## config.mk

```make
export PLATFORM = sky130hd
export DESIGN_NAME = freq_offset_monitor
export DESIGN_NICKNAME = d
export VERILOG_FILES = /design/src/rtl/fom_pkg.sv /design/src/rtl/fom_gate_timer.sv /design/src/rtl/fom_chan.sv /design/src/rtl/fom_readout.sv /design/src/rtl/freq_offset_monitor.sv
export SDC_FILE = /design/constraint.sdc
export NUM_CORES = 1
export LEC_CHECK = 0
export BUFFER_PORTS_ARGS = -buffer_cell sky130_fd_sc_hd__buf_4
export CAP_MARGIN = 20
export CELL_PAD_IN_SITES_DETAIL_PLACEMENT = 1
export CELL_PAD_IN_SITES_GLOBAL_PLACEMENT = 2
export CORE_UTILIZATION = 40
export CTS_CLUSTER_SIZE = 14
export DETAILED_ROUTE_END_ITERATION = 10
export GPL_ROUTABILITY_DRIVEN = 0
export GPL_TIMING_DRIVEN = 0
export MAX_ROUTING_LAYER = met4
export PLACE_DENSITY = 0.91
export RECOVER_POWER = 100
export SLEW_MARGIN = 20
export SYNTH_ARGS = -nofsm -noshare
export SYNTH_HDL_FRONTEND = slang
export SYNTH_HIERARCHICAL = 1
export SYNTH_SLANG_ARGS = --single-unit
```

## constraint.sdc

```tcl
create_clock -name clk -period 24.5 [get_ports clk]
set_clock_uncertainty 0.1 [all_clocks]
set_input_delay 1.225 -clock clk [delete_from_list [all_inputs] [get_ports clk]]
set_output_delay 1.225 -clock clk [all_outputs]
set_load 0.02 [all_outputs]
```

## src/rtl/fom_pkg.sv

```systemverilog
package fom_pkg;
  localparam int CODE_W = 4;
  localparam int RD_W   = 8;

  // factor code 0 is treated as a factor of one
  function automatic logic [CODE_W-1:0] eff_factor(input logic [CODE_W-1:0] code);
    return (code == '0) ? CODE_W'(1) : code;
  endfunction
endpackage

```

## src/rtl/fom_gate_timer.sv

```systemverilog
module fom_gate_timer #(
  parameter int GATE_REFS = 32
) (
  input  logic clk,
  input  logic rst_n,
  input  logic mstr_tick,
  input  logic dpll_tick,
  input  logic ref_sel,
  output logic gate_end
);
  localparam int GW = (GATE_REFS > 2) ? $clog2(GATE_REFS) : 1;
  localparam logic [GW-1:0] LAST = GW'(GATE_REFS - 1);

  logic [GW-1:0] gcnt_q, gcnt_d;
  logic          ref_tick;
  logic          at_last;

  always_comb begin
    ref_tick = ref_sel ? dpll_tick : mstr_tick;
    at_last  = (gcnt_q == LAST);
    gate_end = ref_tick && at_last;
    gcnt_d   = gcnt_q;
    if (ref_tick) begin
      gcnt_d = at_last ? '0 : gcnt_q + GW'(1);
    end
  end

  always_ff @(posedge clk or negedge rst_n) begin
    if (!rst_n) gcnt_q <= '0;
    else        gcnt_q <= gcnt_d;
  end
endmodule

```

## src/rtl/fom_chan.sv

```systemverilog
module fom_chan #(
  parameter int CNT_W   = 9,
  parameter int NOM_CNT = 160,
  parameter int THR_W   = 9
) (
  input  logic                    clk,
  input  logic                    rst_n,
  input  logic                    tick,
  input  logic                    gate_end,
  input  logic                    alarm_en,
  input  logic [THR_W-1:0]        thr,
  output logic signed [CNT_W:0]   diff,
  output logic                    alarm
);
  localparam int DIFF_W = CNT_W + 1;
  localparam logic [CNT_W-1:0]  CMAX = {CNT_W{1'b1}};
  localparam logic [DIFF_W-1:0] NOM  = DIFF_W'(NOM_CNT);

  logic [CNT_W-1:0]         cnt_q, cnt_d, cnt_fin;
  logic signed [DIFF_W-1:0] diff_q, diff_d, diff_new;
  logic [DIFF_W-1:0]        mag;
  logic                     over;
  logic                     alarm_q, alarm_d;

  always_comb begin
    cnt_fin  = (tick && (cnt_q != CMAX)) ? cnt_q + CNT_W'(1) : cnt_q;
    cnt_d    = gate_end ? '0 : cnt_fin;
    diff_new = $signed({1'b0, cnt_fin}) - $signed(NOM);
    mag      = diff_new[DIFF_W-1] ? (~diff_new + DIFF_W'(1)) : diff_new;
    over     = (mag > DIFF_W'(thr));
    diff_d   = gate_end ? diff_new : diff_q;
    if (!alarm_en)     alarm_d = 1'b0;
    else if (gate_end) alarm_d = over;
    else               alarm_d = alarm_q;
  end

  always_ff @(posedge clk or negedge rst_n) begin
    if (!rst_n) begin
      cnt_q   <= '0;
      diff_q  <= '0;
      alarm_q <= 1'b0;
    end else begin
      cnt_q   <= cnt_d;
      diff_q  <= diff_d;
      alarm_q <= alarm_d;
    end
  end

  assign diff  = diff_q;
  assign alarm = alarm_q;
endmodule

```

## src/rtl/fom_readout.sv

```systemverilog
module fom_readout
  import fom_pkg::*;
#(
  parameter int NCH    = 14,
  parameter int DIFF_W = 10
) (
  input  logic [NCH-1:0][DIFF_W-1:0] diffs,
  input  logic [3:0]                 rd_sel,
  input  logic [CODE_W-1:0]          fac,
  output logic [RD_W-1:0]            rd_val
);
  localparam logic signed [DIFF_W-1:0] SMAX = DIFF_W'(127);
  localparam logic signed [DIFF_W-1:0] SMIN = -$signed(DIFF_W'(128));

  logic signed [DIFF_W-1:0] sel_diff, fac_s, quot;
  logic                     hit;

  always_comb begin
    sel_diff = '0;
    hit      = 1'b0;
    for (int i = 0; i < NCH; i++) begin
      if (rd_sel == 4'(i + 1)) begin
        sel_diff = diffs[i];
        hit      = 1'b1;
      end
    end
    fac_s = $signed({{(DIFF_W-CODE_W){1'b0}}, fac});
    quot  = sel_diff / fac_s;
    if (!hit)             rd_val = '0;
    else if (quot > SMAX) rd_val = 8'h7F;
    else if (quot < SMIN) rd_val = 8'h80;
    else                  rd_val = quot[RD_W-1:0];
  end
endmodule

```

## src/rtl/freq_offset_monitor.sv

```systemverilog
module freq_offset_monitor
  import fom_pkg::*;
#(
  parameter int NCH       = 14,
  parameter int GATE_REFS = 32,
  parameter int NOM_CNT   = 160,
  parameter int CNT_W     = 9
) (
  input  logic              clk,
  input  logic              rst_n,
  input  logic [NCH-1:0]    in_tick,
  input  logic              mstr_tick,
  input  logic              dpll_tick,
  input  logic              ref_sel,
  input  logic              alarm_en,
  input  logic [3:0]        thr_code,
  input  logic [3:0]        fac_code,
  input  logic [3:0]        rd_sel,
  output logic [7:0]        rd_val,
  output logic [NCH-1:0]    hard_alarm,
  output logic [NCH-1:0]    qualified
);
  localparam int DIFF_W = CNT_W + 1;
  localparam int THR_W  = 2 * CODE_W + 1;

  logic [1:0]                 rst_sync;
  logic                       rst_i_n;
  logic                       gate_end;
  logic [CODE_W-1:0]          fac_eff;
  logic [THR_W-1:0]           thr;
  logic [NCH-1:0][DIFF_W-1:0] diffs;

  // asynchronous assert, synchronous release
  always_ff @(posedge clk or negedge rst_n) begin
    if (!rst_n) rst_sync <= 2'b00;
    else        rst_sync <= {rst_sync[0], 1'b1};
  end
  assign rst_i_n = rst_sync[1];

  always_comb begin
    fac_eff = eff_factor(fac_code);
    thr     = (THR_W'(thr_code) + THR_W'(1)) * THR_W'(fac_eff);
  end

  fom_gate_timer #(.GATE_REFS(GATE_REFS)) u_gate (
    .clk       (clk),
    .rst_n     (rst_i_n),
    .mstr_tick (mstr_tick),
    .dpll_tick (dpll_tick),
    .ref_sel   (ref_sel),
    .gate_end  (gate_end)
  );

  for (genvar g = 0; g < NCH; g++) begin : g_ch
    fom_chan #(.CNT_W(CNT_W), .NOM_CNT(NOM_CNT), .THR_W(THR_W)) u_chan (
      .clk      (clk),
      .rst_n    (rst_i_n),
      .tick     (in_tick[g]),
      .gate_end (gate_end),
      .alarm_en (alarm_en),
      .thr      (thr),
      .diff     (diffs[g]),
      .alarm    (hard_alarm[g])
    );
  end

  fom_readout #(.NCH(NCH), .DIFF_W(DIFF_W)) u_rd (
    .diffs  (diffs),
    .rd_sel (rd_sel),
    .fac    (fac_eff),
    .rd_val (rd_val)
  );

  assign qualified = ~hard_alarm;
endmodule

```

Yosys cells after proc, flatten, opt, wreduce, memory -nomap -nowiden. Index checks and enable logic that the tools add are counted.

Divide/modulo/power cells: 1. Equality and inequality tests: 30. $lt $le $gt $ge: 16. Add/sub/neg operators: 44. Shifts and indexed selects: 0. Reduce and logical (&&, ||, !) cells: 16. Bitwise gates (word level): 15. Multiply operators: 1. Multiplexer cells: 104.

Operators with widths (count): two-way mux 10 bit (28); two-way mux 9 bit (28); adder 10 x 2 -> 10 bit (second input constant) (14); greater-than comparator 10 x 9 -> 1 bit (14); NOT 10 bit (14); subtractor 9 x 8 -> 10 bit (second input constant) (14); adder 9 x 1 -> 9 bit (second input constant) (14); != test 9 bit (second input constant) (14); two-way mux 1 bit (43); == test 4 bit (second input constant) (7); two-way mux 8 bit (3); == test 4 x 3 -> 1 bit (second input constant) (4); logical AND 1 bit (15); NOT 14 bit (1); divider 10 x 5 -> 10 bit (1); greater-than comparator 10 x 8 -> 1 bit (second input constant) (1); less-than comparator 10 x 8 -> 1 bit (second input constant) (1); multiplier 5 x 4 -> 9 bit (1); == test 4 x 2 -> 1 bit (second input constant) (2); adder 4 x 1 -> 5 bit (second input constant) (1); adder 5 x 1 -> 5 bit (second input constant) (1); == test 5 bit (second input constant) (1); two-way mux 5 bit (1); == test 4 x 1 -> 1 bit (second input constant) (1); 3 further kinds (3).

Memories: 0. Bits in registers: 287. Latch bits: 0. Output and inout bits: 36. Memory bits (writable): 0. Bits in read-only memories: 0.

Depth between registers and ports, before layout. Gate-level depths: netlist of the first run.

Depth in word-level cells: 20. Depth in mapped cells: 97.

By module. The synthesis of the first run kept the hierarchy.

Modules (own cells, without submodules): fom_chan at g_ch[1].u_chan ... (area each 1432.6 µm², cells an instance 164, instances 9); fom_chan at g_ch[0].u_chan ... (area each 1445.1 µm², cells an instance 159, instances 5); fom_readout (area each 4454.3 µm², cells an instance 633, instances 1); freq_offset_monitor (area each 792.0 µm², cells an instance 105, instances 1); fom_gate_timer (area each 267.8 µm², cells an instance 23, instances 1).

Worst setup path before layout of the first run. OpenSTA, ideal clock, no wires.

Path type: input port to output port. From: input rd_sel[0]. To: output rd_val[1]. Setup slack: 4841 ps. Required time: 23175 ps. Cell stages on the path: 92. Arrival: 18334 ps. Cell sequence: buf_4 buf_6 mux2_1 o221ai_1 a32oi_1 a211oi_4 ha_1 inv_1 nor4b_1 a31oi_2 xnor2_2 inv_1 ha_1 o21a_1 o211ai_1 nand2_1 or3_4 nand2_1 [... 56 more ...] nand2_1 a21o_1 mux2i_1 ha_1 a21oi_1 nor2b_1 o21ai_0 nand2b_1 a2111oi_0 nand3_1 a21oi_1 ha_1 nand2_1 nor3_1 nor2_1 xnor2_1 a21oi_2 o31ai_1.

Word-level cells in the longest chain between the ends: 20. Elaborated cells on any way between the ends: 48.

Ends and longest elaborated chain: start, declared (line freq_offset_monitor.sv:18) `input logic [3:0] rd_sel,`; == test 4 x 1 -> 1 bit (line fom_readout.sv:22) `if (rd_sel == 4'(i + 1)) begin`; two-way mux 10 bit (14 in series) (line fom_readout.sv:22); divider 10 x 5 -> 10 bit (line fom_readout.sv:28) `quot = sel_diff / fac_s;`; less-than comparator 10 x 8 -> 1 bit (line fom_readout.sv:31) `else if (quot < SMIN) rd_val = 8'h80;`; two-way mux 8 bit (line fom_readout.sv:31); two-way mux 8 bit (line fom_readout.sv:30) `else if (quot > SMAX) rd_val = 8'h7F;`; two-way mux 8 bit (*) (line fom_readout.sv:29) `if (!hit) rd_val = '0;`; end, declared (line freq_offset_monitor.sv:19) `output logic [7:0] rd_val,`.

Mark *: on every way between the ends. The rest lies on a longest branch, timed or not.

Worst setup path in the final report of the first run.
From: input rd_sel[0]. To: output rd_val[3].

Same word-level chain as after synthesis.

==> results of run 1 <==
cell usage in the layout (no fill, tap or decap), drive strengths merged, types with 98 or more instances in the layout:
| cell type | Yosys | layout |
|---|---|---|
| a21oi | 238 | 238 |
| o21ai | 108 | 108 |
| inv | 227 | 228 |
| nand2 | 210 | 210 |
| buf | 73 | 101 |
| xnor2 | 140 | 140 |
| nor2 | 386 | 386 |
| clkbuf | 54 | 162 |
| ha | 235 | 235 |
| dfrtp | 287 | 287 |
| xor2 | 98 | 98 |
| nand3 | 109 | 109 |
layer usage:
metal | vias up | global-route usage [%]
li1 | 11000 | -
met3 | 195 | 3.74
met2 | 542 | 45.3
met5 | - | -
met4 | 0 | 8.91
met1 | 11700 | 32.1
state kept, by name, summed over array words and instances, names as in the netlist:
| register | count |
|---|---|
| u_gate/gcnt_q | 5 |
| g_ch.u_chan/diff | 140 |
| rst_sync | 2 |
| g_ch.u_chan/alarm | 14 |
| g_ch.u_chan/cnt_q | 126 |
worst paths after layout:
path,start,to,cells past startpoint
min in group asynchronous,rst_n,rst_sync[1],1
worst max register to register,rst_sync[1],g_ch[8].u_chan/cnt_q[4],3
worst min register to register,rst_sync[0],rst_sync[1],0
max in group asynchronous,rst_sync[1],g_ch[8].u_chan/cnt_q[4],3
worst max-delay path,rd_sel[0],rd_val[3],96
worst min-delay path,rst_sync[0],rst_sync[1],0
metrics by stage:
step / setup slack, ps / std cells / hold WS [ps] / util [%]
after floorplan: 4840 / 3032 / 231 / -
after detailed placement: 1230 / 3957 / 242 / 43.5
after CTS: 1150 / 4023 / 267 / 45.5
after global routing: 0.627 / 4030 / 271 / 45.1
final: 1770 / 4030 / 262 / 45.1
after global placement: 1850 / 3945 / 236 / 43.0
what timing repair did:
action                                  in CTS  in global routing
setup buffers                                0                  4
endpoints found under the setup margin       0                  7
gates resized for setup                      0                  4
worst max-delay path, delay by kind of cell:
kind / cells / cell delay, ps
AO/OA/AOI/OAI: 43 / 9190
XOR/XNOR: 2 / 480
adder cells (fa/ha/maj): 11 / 3310
buffers and inverters: 14 / 2290
multiplexers: 2 / 530
AND/OR/NAND/NOR: 24 / 4350
logic make-up (layout without fill, tap and decap cells):
group           Yosys count  in the layout  synth area share, %
compound gates          658            658                 17.8
xor+xnor                238            238                 8.31
fa+ha+maj               242            242                 12.0
buf+inv                 354            503                 6.18
flops                   287            287                 28.0
mux                      90             90                 3.90
other cells               1              4               0.0146
simple gates           1162           1162                 23.8
final cells by class:
cell class,count,area (um^2)
Antenna cell,3,7.51
Buffer,127,697
Clock buffer,53,1060
Clock inverter,13,201
Fill cell,7483,34700
Inverter,227,852
Multi-Input combinational cell,2391,16900
Sequential cell,287,7180
Tap cell,846,1060
Timing Repair Buffer,83,546
==> flow_metrics.tcl, run 1 <==
set metrics [dict create \
    outcome "complete, but fails checks" \
    violations "capacitance limit, slew limit" \
    synth_warnings 6 \
    drc 0 \
    synth_cell_types 120 \
    cts.sinks 287 \
    cp-start-kind "input pin" \
    synth-edff-count 0 \
    clkTransAtPathRegs_ps 50 \
    fmax_mhz 44.0 \
    async_flop_share_pct 100 \
    grt_pass1_wl_mm 134 \
    period_share_pct 92.8 \
    final_area_um2 28500 \
    syn_area_um2 25600 \
    slowest_stage "a2111oi_0" \
    yosys.area.top_type "dfrtp_1" \
    critPathKind "in2out" \
    topRoutingLayerUsed "met4" \
    grt_pass1_vias 24400 \
    firstDrtPassIters 5 \
    place_area_um2 27500 \
    die_area_um2 65100 \
    cts_hold_buf 0 \
    die_h_um 255 \
    grt_max_degree 58 \
    setup_viol 0 \
    cts_tree "yes" \
    numCtsBuffers 37 \
    worstPathMaxFanout 10 \
    area_growth_pct 11.1 \
    ys_top_cells_by_area "dfrtp_1 (28%), ha_1 (11%), nor2_1 (5.6%)" \
    crit_path_end_kind "primary output" \
    synth_flop_cell "dfrtp_1" \
    cts_buffer_depth 3 \
    syn_inst 3032 \
    syn_nets 3305 \
    port-buffer-count 67 \
    cap_violations 6 \
    synth_most_common_cell "nor2_1" \
    grt_use_total_pct 26.6 \
    drv_slew 296 \
    via_per_inst 5.83 \
    wl_met1_mm 36.0 \
    yosysSeqAreaShare_pct 28.0 \
    core_um2 63200 \
    rsz0062_at_grt "false" \
    root_buffer "clkbuf_16" \
    htreeDepth 2 \
    ant_nets 0 \
    syn_area_per_cell_um2 8.45 \
    synth.top_cell.area_share_pct 28.0 \
    fp-row-count 92 \
    ff2ff_setup_slack_ps 16510 \
    via_count 23500 \
    layout_min_cycle_time_ps 22730 \
    synth_common_cells "nor2_1 (385), dfrtp_1 (287), ha_1 (235), a21oi_1 (227), inv_1 (224)" \
    nets 3427 \
    drt_wl_total_mm 83.7 \
    worst_pin_slew_ps 3190 \
    critPathMaxStageDelay_ps 460 \
    drive_gt1_share_pct 9.46 \
    io_pins 68 \
    finalHoldViolCount 0 \
    dieWidth_um 255 \
    routedWlPerCell_um 20.8 \
    grt-ovfl-total 0 \
    tns_ps 0 \
    required_ps 23170 \
    dr.first_iter.drc_count 1349 \
    dp_hpwl_mm 64.6 \
    synth_seq_cells 287 \
    crit_arrival_ps 21410 \
    dr_wl_met2_mm 41.0 \
    clk_latency_ps 570 \
    initial_utilization_pct 40.6 \
    hold_class "reg2reg" \
    antenna_found_initial 3 \
    slew-limit-headroom_pct -112 \
    wl_met3_mm 3.75 \
]
Power of run 1 is left out: the tool's default activity adds up to more than one toggle a clock period on the data nets, which glitch-free logic cannot reach.
==> run 2, diff against run 1 <==
--- a/config.mk
+++ b/config.mk
@@ -16,7 +16,7 @@
 export GPL_TIMING_DRIVEN = 0
 export MAX_ROUTING_LAYER = met4
 export PLACE_DENSITY = 0.91
-export RECOVER_POWER = 100
+export RECOVER_POWER = 25
 export SLEW_MARGIN = 20
 export SYNTH_ARGS = -nofsm -noshare
 export SYNTH_HDL_FRONTEND = slang
==> flow_metrics.tcl, run 2 (synthesized netlist as in run 1, its figures left out) <==
set metrics [dict create \
    critPathKind "in2out" \
    slew-limit-headroom_pct -109 \
    core_um2 63200 \
    initial_utilization_pct 40.6 \
    worstPathMaxFanout 10 \
    grt_pass1_vias 24400 \
    grt_max_degree 58 \
    setup_slack_ps 1750 \
    firstDrtPassIters 5 \
    drt_wl_total_mm 83.5 \
    rsz0062_at_grt "false" \
    grt_pass1_wl_mm 134 \
    finalHoldViolCount 0 \
    slowest_stage "a211oi_4" \
    via_count 23500 \
    outcome "complete, but fails checks" \
    fmax_mhz 44.0 \
    worst_pin_slew_ps 3140 \
    hold_class "reg2reg" \
    largest_reg_flops 140 \
    cts_hold_buf 0 \
    fillCellCount 7458 \
    numCtsBuffers 37 \
    period_share_pct 92.8 \
    critPathMaxStageDelay_ps 450 \
    preCtsSetupSlack_ps 1230 \
    layout_min_cycle_time_ps 22750 \
    setup_viol 0 \
    cts_tree "yes" \
    multi_input_comb_area_um2 16900 \
    grt-ovfl-total 0 \
    port-buffer-count 67 \
    crit_path_end_kind "primary output" \
    place_area_um2 27500 \
    required_ps 23170 \
    drc 0 \
    root_buffer "clkbuf_16" \
    die_area_um2 65100 \
    htreeDepth 2 \
    dieWidth_um 255 \
    most-common-layout-cells "nor2_1 (384), dfrtp_1 (287), ha_1 (235), a21oi_1 (226), inv_1 (224)" \
    cts.sinks 287 \
    nets 3427 \
    fp-row-count 92 \
    drv_slew 255 \
    cts_buffer_depth 3 \
    final_area_um2 28700 \
    grt_use_total_pct 26.6 \
    violations "capacitance limit, slew limit" \
    dp_hpwl_mm 64.6 \
    routedWlPerCell_um 20.7 \
    antenna_found_initial 3 \
    dr.first_iter.drc_count 1367 \
    cp-start-kind "input pin" \
    tns_ps 0 \
    post-route-util_pct 45.4 \
    final_common_cell "nor2_1" \
    io_pins 68 \
    crit_arrival_ps 21420 \
    clk_latency_ps 570 \
    cap_violations 5 \
    via_per_inst 5.83 \
    ant_nets 0 \
    drive_gt1_share_pct 11.0 \
    clkTransAtPathRegs_ps 60 \
    area_growth_pct 11.9 \
    seq_area_um2 7180 \
    die_h_um 255 \
]
[run 2: worst paths after layout]
check                             from                      to  slack, ps  cells after the start
setup reg to reg           rst_sync[1]  g_ch[9].u_chan/diff[0]      17960                      2
hold / removal             rst_sync[0]             rst_sync[1]        260                      0
hold reg to reg            rst_sync[0]             rst_sync[1]        260                      0
min in group asynchronous        rst_n             rst_sync[1]        340                      1
setup / recovery             rd_sel[0]               rd_val[3]       1750                     96
max in group asynchronous  rst_sync[1]  g_ch[9].u_chan/diff[0]      17960                      2
[run 2: metrics by stage]
step,hold WS (ps),instances
after floorplan,231,3032
after global placement,236,3945
after detailed placement,242,3957
after CTS,267,4023
after global routing,271,4030
final,263,4030
[run 2: area by class of cell]
cell class	count	area share [%]
well taps	846	3.69
clock inverters	13	0.702
plain buffers	127	2.56
repair buffers	83	2.34
flip-flops and latches	287	25.0
multi-input cells	2391	59.0
diodes	3	0.0262
clock buffers	53	3.69
inverters	227	2.97
[run 2: critical path: cells and delay by family]
family | cells | cell delay, ps
AND/OR/NAND/NOR | 24 | 4370
XOR/XNOR | 2 | 480
multiplexers | 2 | 530
AO/OA/AOI/OAI | 43 | 9230
adder cells (fa/ha/maj) | 11 | 3310
buffers and inverters | 14 | 2270
[run 2: repair_timing]
action                     4_1_cts  5_1_grt
gates resized for setup          0        4
setup endpoints to repair        0        7
setup buffers                    0        4
[run 2: routing by layer]
layer / global-route usage [%] / wire [um] / vias to the layer above
met5: - / 0 / -
met4: 8.91 / 2860 / 0
met3: 3.74 / 3720 / 189
met2: 45.3 / 41100 / 551
met1: 32.1 / 35900 / 11700
li1: - / - / 11000
Power of run 2 is left out for the same reason.
==> run 3, diff against run 2 <==
--- a/config.mk
+++ b/config.mk
@@ -9,6 +9,7 @@
 export CAP_MARGIN = 20
 export CELL_PAD_IN_SITES_DETAIL_PLACEMENT = 1
 export CELL_PAD_IN_SITES_GLOBAL_PLACEMENT = 2
+export CORE_MARGIN = 2
 export CORE_UTILIZATION = 40
 export CTS_CLUSTER_SIZE = 14
 export DETAILED_ROUTE_END_ITERATION = 10
==> constraint.sdc (replaced) <==
create_clock -name clk -period 24.5 [get_ports clk]
set_clock_uncertainty 0.1 [all_clocks]
set_input_delay 0 -clock clk [delete_from_list [all_inputs] [get_ports clk]]
set_output_delay 0 -clock clk [all_outputs]
set_load 0.02 [all_outputs]
==> flow_metrics.tcl, run 3 (synthesized netlist as in run 1, its figures left out) <==
set metrics [dict create \
    dp_hpwl_mm 63.9 \
    layout_min_cycle_time_ps 21390 \
    ff2ff_setup_slack_ps 16890 \
    crit_path_end_kind "primary output" \
    dieWidth_um 257 \
    cp-start-kind "register" \
    slowest_stage "a211oi_4" \
    worst_r2r_path_depth 3 \
    ant_nets 0 \
    cts.sinks 287 \
    via_count 23400 \
    fp-row-count 92 \
    firstDrtPassIters 5 \
    final_common_cell "nor2_1" \
    postCtsResizedCells 0 \
    core_um2 63200 \
    crit_arrival_ps 21290 \
    stdcell_count 4037 \
    cp_top_family "compound AO/OA/AOI/OAI gates" \
    grt_max_degree 56 \
    largest_reg_flops 140 \
    antenna_found_initial 1 \
    hold_class "in2async" \
    cts_buffer_depth 3 \
    fmax_mhz 46.7 \
    drc 0 \
    period_share_pct 87.3 \
    cts_tree "yes" \
    worst_pin_slew_ps 3150 \
    cap_violations 3 \
    htreeDepth 2 \
    most-common-layout-cells "nor2_1 (384), dfrtp_1 (286), ha_1 (235), a21oi_1 (226), inv_1 (224)" \
    nets 3440 \
    tns_ps 0 \
    grt_use_total_pct 25.7 \
    via_per_inst 5.80 \
    drv_slew 154 \
    worstPathMaxFanout 10 \
    setup_viol 0 \
    port-buffer-count 67 \
    required_ps 24400 \
    die_h_um 257 \
    root_buffer "clkbuf_16" \
    place_area_um2 27500 \
    grt_pass1_wl_mm 134 \
    final_area_um2 28700 \
    dr.first_iter.drc_count 1199 \
    clkTransAtPathRegs_ps 60 \
    outcome "complete, but fails checks" \
    slew-limit-headroom_pct -110 \
    finalHoldViolCount 0 \
    initial_utilization_pct 40.6 \
    drive_gt1_share_pct 9.97 \
    die_area_um2 66100 \
    r2r_start "rst_sync[1]" \
    numCtsBuffers 36 \
    critPathMaxStageDelay_ps 600 \
    area_growth_pct 12.1 \
    path_buf_inv 9 \
    clk_latency_ps 550 \
    rr_endpoint "g_ch[11].u_chan/diff[6]" \
    grt_pass1_vias 24500 \
    routedWlPerCell_um 20.6 \
    critPathKind "reg2out" \
    violations "capacitance limit, slew limit" \
    grt-ovfl-total 0 \
    dp.cells 3956 \
    io_pins 68 \
    rsz0062_at_grt "false" \
    drt_wl_total_mm 83.3 \
    post_cts_buffers 0 \
]
==> run 3: cell count changes in the layout (fill, tap and decap cells not counted), moves of 2 or more <==
cell,previous run,this run
buf_12,1,3
buf_4,83,51
clkbuf_16,39,37
dlygate4sd3_1,0,19
diode_2,3,1
clkbuf_1,69,91
clkinv_4,0,2
clkbuf_8,3,5
==> run 3: worst max path at each step <==
stage                                start   endpoint  slack [ps]  cells past startpoint
floorplan           g_ch[3].u_chan/diff[0]  rd_val[1]        7210                     91
global placement                 rd_sel[0]  rd_val[3]        4330                     93
detailed placement               rd_sel[0]  rd_val[4]        3740                     95
CTS                 g_ch[3].u_chan/diff[0]  rd_val[4]        3270                     92
global route        g_ch[3].u_chan/diff[0]  rd_val[1]        1320                     91
finish              g_ch[3].u_chan/diff[0]  rd_val[1]        3110                     91
==> run 3: cell type report <==
type	count	area, um^2
antenna	1	2.50
multi-input combinational	2391	16900
timing repair buffer	97	739
fill	7529	34500
clock inverter	13	228
buffer	127	733
clock buffer	48	1020
tap	846	1060
sequential	287	7190
inverter	227	852
==> run 3: per-stage QoR <==
step / utilization (%) / hold WS (ps) / setup slack [ps]
CTS: 45.7 / 165 / 3270
floorplan: - / -396 / 7210
global route: 45.5 / 228 / 1320
global placement: 43.0 / -317 / 4330
finish: 45.5 / 226 / 3110
detailed placement: 43.5 / -317 / 3740
==> run 3: worst reg2reg max path: stages (launching register included) <==
cell and delay, ps:
dfrtp_4 390, clkbuf_1 2080, clkbuf_1 2050, clkbuf_1 2360
==> run 3: per-layer routing <==
| metal | GRT usage (%) | vias up | wire, um |
|---|---|---|---|
| met5 | - | - | 0 |
| met4 | 8.09 | 0 | 2730 |
| met3 | 3.43 | 154 | 3770 |
| met2 | 44.1 | 510 | 41200 |
| met1 | 31.2 | 11700 | 35700 |
| li1 | - | 11000 | - |
==> run 3: timing repair <==
| item | CTS | global route |
|---|---|---|
| hold buffers | 19 | 0 |
| setup endpoints to repair | 0 | 0 |
| endpoints found under the hold margin | 59 | 0 |
Power of run 3 is left out for the same reason.
